**config.mk**
```make
export PLATFORM = sky130hd
export DESIGN_NAME = prio_irq_arbiter
export DESIGN_NICKNAME = d
export VERILOG_FILES = /design/src/rtl/prio_irq_arbiter_pkg.sv /design/src/rtl/irq_pend_gate.sv /design/src/rtl/irq_prio_scan.sv /design/src/rtl/irq_accept_reg.sv /design/src/rtl/prio_irq_arbiter.sv
export SDC_FILE = /design/constraint.sdc
export NUM_CORES = 1
export LEC_CHECK = 0
export BUFFER_PORTS_ARGS = -buffer_cell sky130_fd_sc_hd__buf_4
export CAP_MARGIN = 20
export CORE_AREA = 2 2 130 132
export CTS_BUF_LIST = sky130_fd_sc_hd__clkbuf_4
export CTS_CLUSTER_DIAMETER = 30
export CTS_CLUSTER_SIZE = 40
export DETAILED_ROUTE_END_ITERATION = 6
export DIE_AREA = 0 0 132 134
export PLACE_DENSITY_LB_ADDON = 0.25
export SETUP_SLACK_MARGIN = 0.1
export SLEW_MARGIN = 15
export SYNTH_ARGS = -nofsm -noshare
export SYNTH_HDL_FRONTEND = slang
export SYNTH_SLANG_ARGS = --single-unit
export TNS_END_PERCENT = 50
```
**constraint.sdc**
```tcl
create_clock -name clk -period 10.5 [get_ports clk]
set_input_delay 0.525 -clock clk [delete_from_list [all_inputs] [get_ports clk]]
set_output_delay 0.525 -clock clk [all_outputs]
set_load 0.01 [all_outputs]
```
**src/rtl/prio_irq_arbiter_pkg.sv**
```systemverilog
package prio_irq_arbiter_pkg;
  localparam int unsigned ARB_FIRST_GRP = 2;
  localparam int unsigned ARB_LAST_GRP  = 30;
  localparam int unsigned ARB_SRC_W     = 4;
  localparam int unsigned ARB_LVL_W     = 3;
  localparam int unsigned ARB_IDLE_LVL  = 7;
  localparam int unsigned ARB_DATA_W    = 8;
endpackage

```
**src/rtl/irq_pend_gate.sv**
```systemverilog
module irq_pend_gate #(
  parameter int unsigned NUM_GRP = 29,
  parameter int unsigned SRC_W   = 4
) (
  input  logic [NUM_GRP*SRC_W-1:0] req_i,
  input  logic [NUM_GRP*SRC_W-1:0] en_i,
  output logic [NUM_GRP-1:0]       pend_o
);
  for (genvar g = 0; g < NUM_GRP; g++) begin : g_grp
    assign pend_o[g] = |(req_i[g*SRC_W +: SRC_W] & en_i[g*SRC_W +: SRC_W]);
  end
endmodule

```
**src/rtl/irq_prio_scan.sv**
```systemverilog
module irq_prio_scan #(
  parameter int unsigned NUM_GRP  = 29,
  parameter int unsigned FIRST    = 2,
  parameter int unsigned LVL_W    = 3,
  parameter int unsigned GRP_W    = 5,
  parameter int unsigned IDLE_LVL = 7
) (
  input  logic [NUM_GRP-1:0]       pend_i,
  input  logic [NUM_GRP*LVL_W-1:0] lvl_i,
  output logic [GRP_W-1:0]         win_grp_o,
  output logic [LVL_W-1:0]         win_lvl_o
);
  logic [GRP_W-1:0] sel_g;
  logic [LVL_W-1:0] sel_l;

  // Ascending scan with strict compare: ties keep the lower group.
  always_comb begin
    sel_g = '0;
    sel_l = LVL_W'(IDLE_LVL);
    for (int g = 0; g < NUM_GRP; g++) begin
      if (pend_i[g] && (lvl_i[g*LVL_W +: LVL_W] < sel_l)) begin
        sel_l = lvl_i[g*LVL_W +: LVL_W];
        sel_g = GRP_W'(g + FIRST);
      end
    end
  end

  assign win_grp_o = sel_g;
  assign win_lvl_o = sel_l;
endmodule

```
**src/rtl/irq_accept_reg.sv**
```systemverilog
module irq_accept_reg #(
  parameter int unsigned NUM_GRP = 29,
  parameter int unsigned FIRST   = 2,
  parameter int unsigned LVL_W   = 3,
  parameter int unsigned GRP_W   = 5,
  parameter int unsigned DATA_W  = 8
) (
  input  logic               clk,
  input  logic               rst,
  input  logic               ack_i,
  input  logic [LVL_W-1:0]   ack_lvl_i,
  input  logic [LVL_W-1:0]   cur_lvl_i,
  input  logic [GRP_W-1:0]   cur_grp_i,
  input  logic [NUM_GRP-1:0] pend_i,
  input  logic               rd_en_i,
  input  logic               rd_addr_i,
  output logic [DATA_W-1:0]  rd_data_o,
  output logic               ack_err_o
);
  localparam int unsigned LAST = FIRST + NUM_GRP - 1;

  logic [GRP_W-1:0]  acc_q;
  logic              acc_live;
  logic [GRP_W-1:0]  acc_idx;
  logic [DATA_W-1:0] byte0;

  always_ff @(posedge clk) begin
    if (rst) begin
      acc_q     <= '0;
      ack_err_o <= 1'b0;
    end else if (ack_i) begin
      if (ack_lvl_i == cur_lvl_i) acc_q <= cur_grp_i;
      else                        ack_err_o <= 1'b1;
    end
  end

  assign acc_idx = acc_q - GRP_W'(FIRST);

  always_comb begin
    acc_live = 1'b0;
    if ((32'(acc_q) >= FIRST) && (32'(acc_q) <= LAST))
      acc_live = pend_i[acc_idx];
  end

  assign byte0 = acc_live ? (DATA_W'(acc_q) << 2) : '0;

  always_ff @(posedge clk) begin
    if (rst)          rd_data_o <= '0;
    else if (rd_en_i) rd_data_o <= rd_addr_i ? '0 : byte0;
  end


  ack_latch_chk: assert property (@(posedge clk) disable iff (rst)
    (ack_i && ack_lvl_i == cur_lvl_i) |=> acc_q == $past(cur_grp_i));

  ack_mismatch_chk: assert property (@(posedge clk) disable iff (rst)
    (ack_i && ack_lvl_i != cur_lvl_i) |=> (ack_err_o && acc_q == $past(acc_q)));

  err_sticky_chk: assert property (@(posedge clk) disable iff (rst)
    ack_err_o |=> ack_err_o);

  upper_byte_zero_chk: assert property (@(posedge clk) disable iff (rst)
    (rd_en_i && rd_addr_i) |=> rd_data_o == '0);

  byte0_align_chk: assert property (@(posedge clk) disable iff (rst)
    (rd_en_i && !rd_addr_i) |=> rd_data_o[1:0] == 2'b00);
endmodule

```
**src/rtl/prio_irq_arbiter.sv**
```systemverilog
module prio_irq_arbiter
  import prio_irq_arbiter_pkg::*;
#(
  parameter int unsigned FIRST_GRP = ARB_FIRST_GRP,
  parameter int unsigned LAST_GRP  = ARB_LAST_GRP,
  parameter int unsigned SRC_W     = ARB_SRC_W,
  parameter int unsigned LVL_W     = ARB_LVL_W,
  parameter int unsigned IDLE_LVL  = ARB_IDLE_LVL,
  parameter int unsigned DATA_W    = ARB_DATA_W,
  localparam int unsigned NUM_GRP  = LAST_GRP - FIRST_GRP + 1,
  localparam int unsigned GRP_W    = $clog2(LAST_GRP + 1)
) (
  input  logic                       clk,
  input  logic                       rst,
  input  logic [NUM_GRP*SRC_W-1:0]   grp_req_i,
  input  logic [NUM_GRP*SRC_W-1:0]   grp_en_i,
  input  logic [NUM_GRP*LVL_W-1:0]   grp_lvl_i,
  output logic [LVL_W-1:0]           lvl_o,
  input  logic                       ack_i,
  input  logic [LVL_W-1:0]           ack_lvl_i,
  output logic                       ack_err_o,
  input  logic                       rd_en_i,
  input  logic                       rd_addr_i,
  output logic [DATA_W-1:0]          rd_data_o
);
  logic [NUM_GRP-1:0] pend_w;
  logic [GRP_W-1:0]   win_grp_w, grp_q;
  logic [LVL_W-1:0]   win_lvl_w;

  irq_pend_gate #(.NUM_GRP(NUM_GRP), .SRC_W(SRC_W)) u_gate (
    .req_i(grp_req_i), .en_i(grp_en_i), .pend_o(pend_w));

  irq_prio_scan #(.NUM_GRP(NUM_GRP), .FIRST(FIRST_GRP), .LVL_W(LVL_W),
                  .GRP_W(GRP_W), .IDLE_LVL(IDLE_LVL)) u_scan (
    .pend_i(pend_w), .lvl_i(grp_lvl_i),
    .win_grp_o(win_grp_w), .win_lvl_o(win_lvl_w));

  always_ff @(posedge clk) begin
    if (rst) begin
      lvl_o <= LVL_W'(IDLE_LVL);
      grp_q <= '0;
    end else begin
      lvl_o <= win_lvl_w;
      grp_q <= win_grp_w;
    end
  end

  irq_accept_reg #(.NUM_GRP(NUM_GRP), .FIRST(FIRST_GRP), .LVL_W(LVL_W),
                   .GRP_W(GRP_W), .DATA_W(DATA_W)) u_acc (
    .clk(clk), .rst(rst), .ack_i(ack_i), .ack_lvl_i(ack_lvl_i),
    .cur_lvl_i(lvl_o), .cur_grp_i(grp_q), .pend_i(pend_w),
    .rd_en_i(rd_en_i), .rd_addr_i(rd_addr_i),
    .rd_data_o(rd_data_o), .ack_err_o(ack_err_o));


  idle_level_chk: assert property (@(posedge clk) disable iff (rst)
    (pend_w == '0) |=> lvl_o == LVL_W'(IDLE_LVL));

  idle_group_chk: assert property (@(posedge clk) disable iff (rst)
    (lvl_o == LVL_W'(IDLE_LVL)) |-> grp_q == '0);

  level_follow_chk: assert property (@(posedge clk) disable iff (rst)
    $stable(grp_lvl_i) && $stable(pend_w) |=> $stable(lvl_o));
endmodule

```
==> metrics.txt <==
# IOs=339; r2r startpoint=u_acc.acc_q[1]; Syn. warnings=0; post-route DRC violation count=0; Max VDD drop=0.00003880 V; Diodes inserted=0; initial antenna violation count=1; post-layout min period=9.634 ns; distinct cell type count after synthesis=106; num rows=47; number of flops mapped to enable cells by yosys=0; Syn Std Cell Area=0.005962 mm2; Overflow after GRT=0; Leak=3.924 nW; r2r setup slk=7.54 ns; CP Buf/Inv Count=2; root buffer cell=clkbuf_4; total global-route track usage=0.2334; Nets=1,533; Initial DRC Count=419; most common cell in the netlist=nor2_1; core area=0.01629 mm2; fmax=103.8 MHz; Hold Path Class=input port to register; Final period util=0.9175; clock share of power=0.059; Inst Count DP=1,414; vias in the first global route=8,096; CTS HTree Levels=1; CP max FO=8; most used cell, CP=a21oi_1; final wirelength=21.91 mm; #FFs+latches synth=19; end-of-flow core utilization=0.5374; port bufs=335; Async S/R FF share, synth=0; # setup viols final=0; HPWL Detailed=18.77 mm; Switch Pwr=0.2924 mW; MaxCap Viol Count=0; area of the multi-input gates=0.005399 mm2; Worst path top cell family by delay=compound AO/OA/AOI/OAI gates; Tightest Pin Transition=0.8397 ns; total CTS buffers=3; Comb power frac=0.803; Worst-Skew Late Latency=0.30 ns; Crit-path slowest cell=a2111oi_0; Placer Congestion=0.8853; share of layout cells above drive strength 1=0.3523; Critical Path AT=9.84 ns; CP required=10.71 ns; internal power=0.3446 mW; slew margin rel.=0.4402; die height=134 um; CTS max path bufs=2; CTS tree=done; FF+latch area=380.4 um2; Clock Skew=0.007221 ns; top cell type's share of synthesized area=0.07219; switching share of power=0.4590; area grow syn2layout=46.82%; pwr dens=72.77 mW/mm2; run status=complete, no violations; Seq pwr share=0.138; Worst setup EP type=register; first-pass iteration count of the detailed router=7; vias per cell=5.857; detailed-route via count=8,305; critical path class=input port to register; Synth area leader=a21oi_1; commonest cells in the netlist=nor2_1 (111), a21oi_1 (86), nand2_1 (64), o21ai_0 (46), inv_1 (36); Setup crit start=grp_lvl_i[0]; Final TNS setup=0 ns; worst hold slack=0.4602 ns; Cells after Synth=868; largest net degree at the start of global routing=22; global-route wire length before repair=35.86 mm; Avg WL per Cell=15.45 um; Hold Vio Cnt, Final=0; top cells by area, synth=a21oi_1 (7.2%), nor2_1 (7.0%), dfxtp_1 (6.4%); slowest cell delay on critical path=0.73 ns; hold wc startpoint=ack_i; fin. max-slew vios=0; Post-Layout Cell Count=1,418; Avg Cell Area, Syn=6.869 um2; width of the die=132 um; Post-CTS Hold Fix Bufs=0; unrepaired setup endpoints after global routing=no; ys flop type=dfxtp_1; Final ANT Viol Nets=0; Sink Count=19; Starting Density=0.3660; startpoint types=input port; fill count=1,642; Setup Fix Bufs, Post-CTS=0; Reg clk slew, reported paths=0.10 ns; part of the Yosys area used for sequential elements=0.06380; full die area=0.01769 mm2
-- layout make-up --
type	instances	area share
multi-input combinational	801	0.6168
timing repair buffer	337	0.2890
sequential	19	0.04345
tap	220	0.03145
inverter	37	0.01587
clock buffer	3	0.002573
clock inverter	1	0.0008576
-- tightest hold or removal path, stage by stage --
cell and delay (ns):
buf_4 0.08, a21oi_1 0.05, nor2_1 0.07
-- state kept, by name (all words and copies together), names as in the netlist --
name             cells
grp_q                5
lvl_o                3
u_acc.acc_q          5
u_acc.ack_err_o      1
u_acc.rd_data_o      5
-- cells by family after synthesis --
kind of cell    synth area share
buf+inv                  0.03484
fa+ha+maj                0.03673
other cells            0.0006290
simple gates              0.2854
xor+xnor                0.007345
compound gates            0.5186
mux                      0.05268
flops                    0.06380
-- power groups by stage --
| stage | clock network [mW] | logic, mW | registers [mW] |
|---|---|---|---|
| floorplan | 0 | 0.324 | 0.0884 |
| global placement | 0 | 0.500 | 0.0894 |
| detailed placement | 0 | 0.505 | 0.0897 |
| global route | 0.0423 | 0.568 | 0.0888 |
| CTS | 0.0383 | 0.507 | 0.0879 |
| finish | 0.0376 | 0.512 | 0.0878 |
-- layer usage --
metal,up-vias,global-route usage,share of wire
li1,4140,-,-
met1,3790,0.2716,0.41
met2,353,0.4508,0.50
met3,20,0.03553,0.082
met4,2,0.04589,0.011
met5,-,0,0.00032
-- path summary, 6_finish.rpt --
kind | endpoint | depth (start not counted)
min reg2reg | u_acc.acc_q[2] | 2
min | u_acc.ack_err_o | 3
max reg2reg | u_acc.rd_data_o[6] | 8
max | grp_q[0] | 35
-- through the flow --
step / area (um2) / setup WS (ns) / total power [mW]
floorplan: 5969 / 1.550 / 0.4129
global placement: 8706 / 0.6509 / 0.5899
detailed placement: 8706 / 0.3451 / 0.5946
CTS: 8736 / 0.6427 / 0.6334
global route: 8753 / 0.1049 / 0.6990
finish: 8753 / 0.8658 / 0.6370
-- placed cells by master, fill, tap and decap left out, types with 5 or more instances in the layout --
master | Yosys | routed
a211o_1 | 5 | 5
a211oi_1 | 20 | 19
a21o_1 | 17 | 17
a21oi_1 | 86 | 86
a221oi_1 | 23 | 23
a22o_1 | 27 | 27
a22oi_1 | 13 | 13
a311o_1 | 5 | 5
a31o_2 | 7 | 7
a31oi_1 | 21 | 21
and2_1 | 12 | 12
and3_1 | 8 | 8
buf_4 | 3 | 337
dfxtp_1 | 19 | 19
ha_1 | 7 | 7
inv_1 | 36 | 36
maj3_1 | 12 | 12
mux2i_1 | 10 | 8
mux4_2 | 8 | 8
nand2_1 | 64 | 64
nand2b_1 | 16 | 16
nand3_1 | 27 | 27
nand4_1 | 10 | 10
nor2_1 | 111 | 111
nor2b_1 | 12 | 12
nor3_1 | 19 | 19
o211a_1 | 7 | 7
o211ai_1 | 13 | 13
o21a_1 | 10 | 10
o21ai_0 | 46 | 46
o21bai_1 | 15 | 15
o22ai_1 | 8 | 8
o31ai_1 | 12 | 11
or2_2 | 20 | 20
or3_1 | 15 | 15
-- timing repair --
item / 4_1_cts / 5_1_grt
resized for setup: 0 / 4
setup endpoints to repair: 0 / 8
endpoints found under the hold margin: 0 / 0
(Power assumes the default switching activity.)
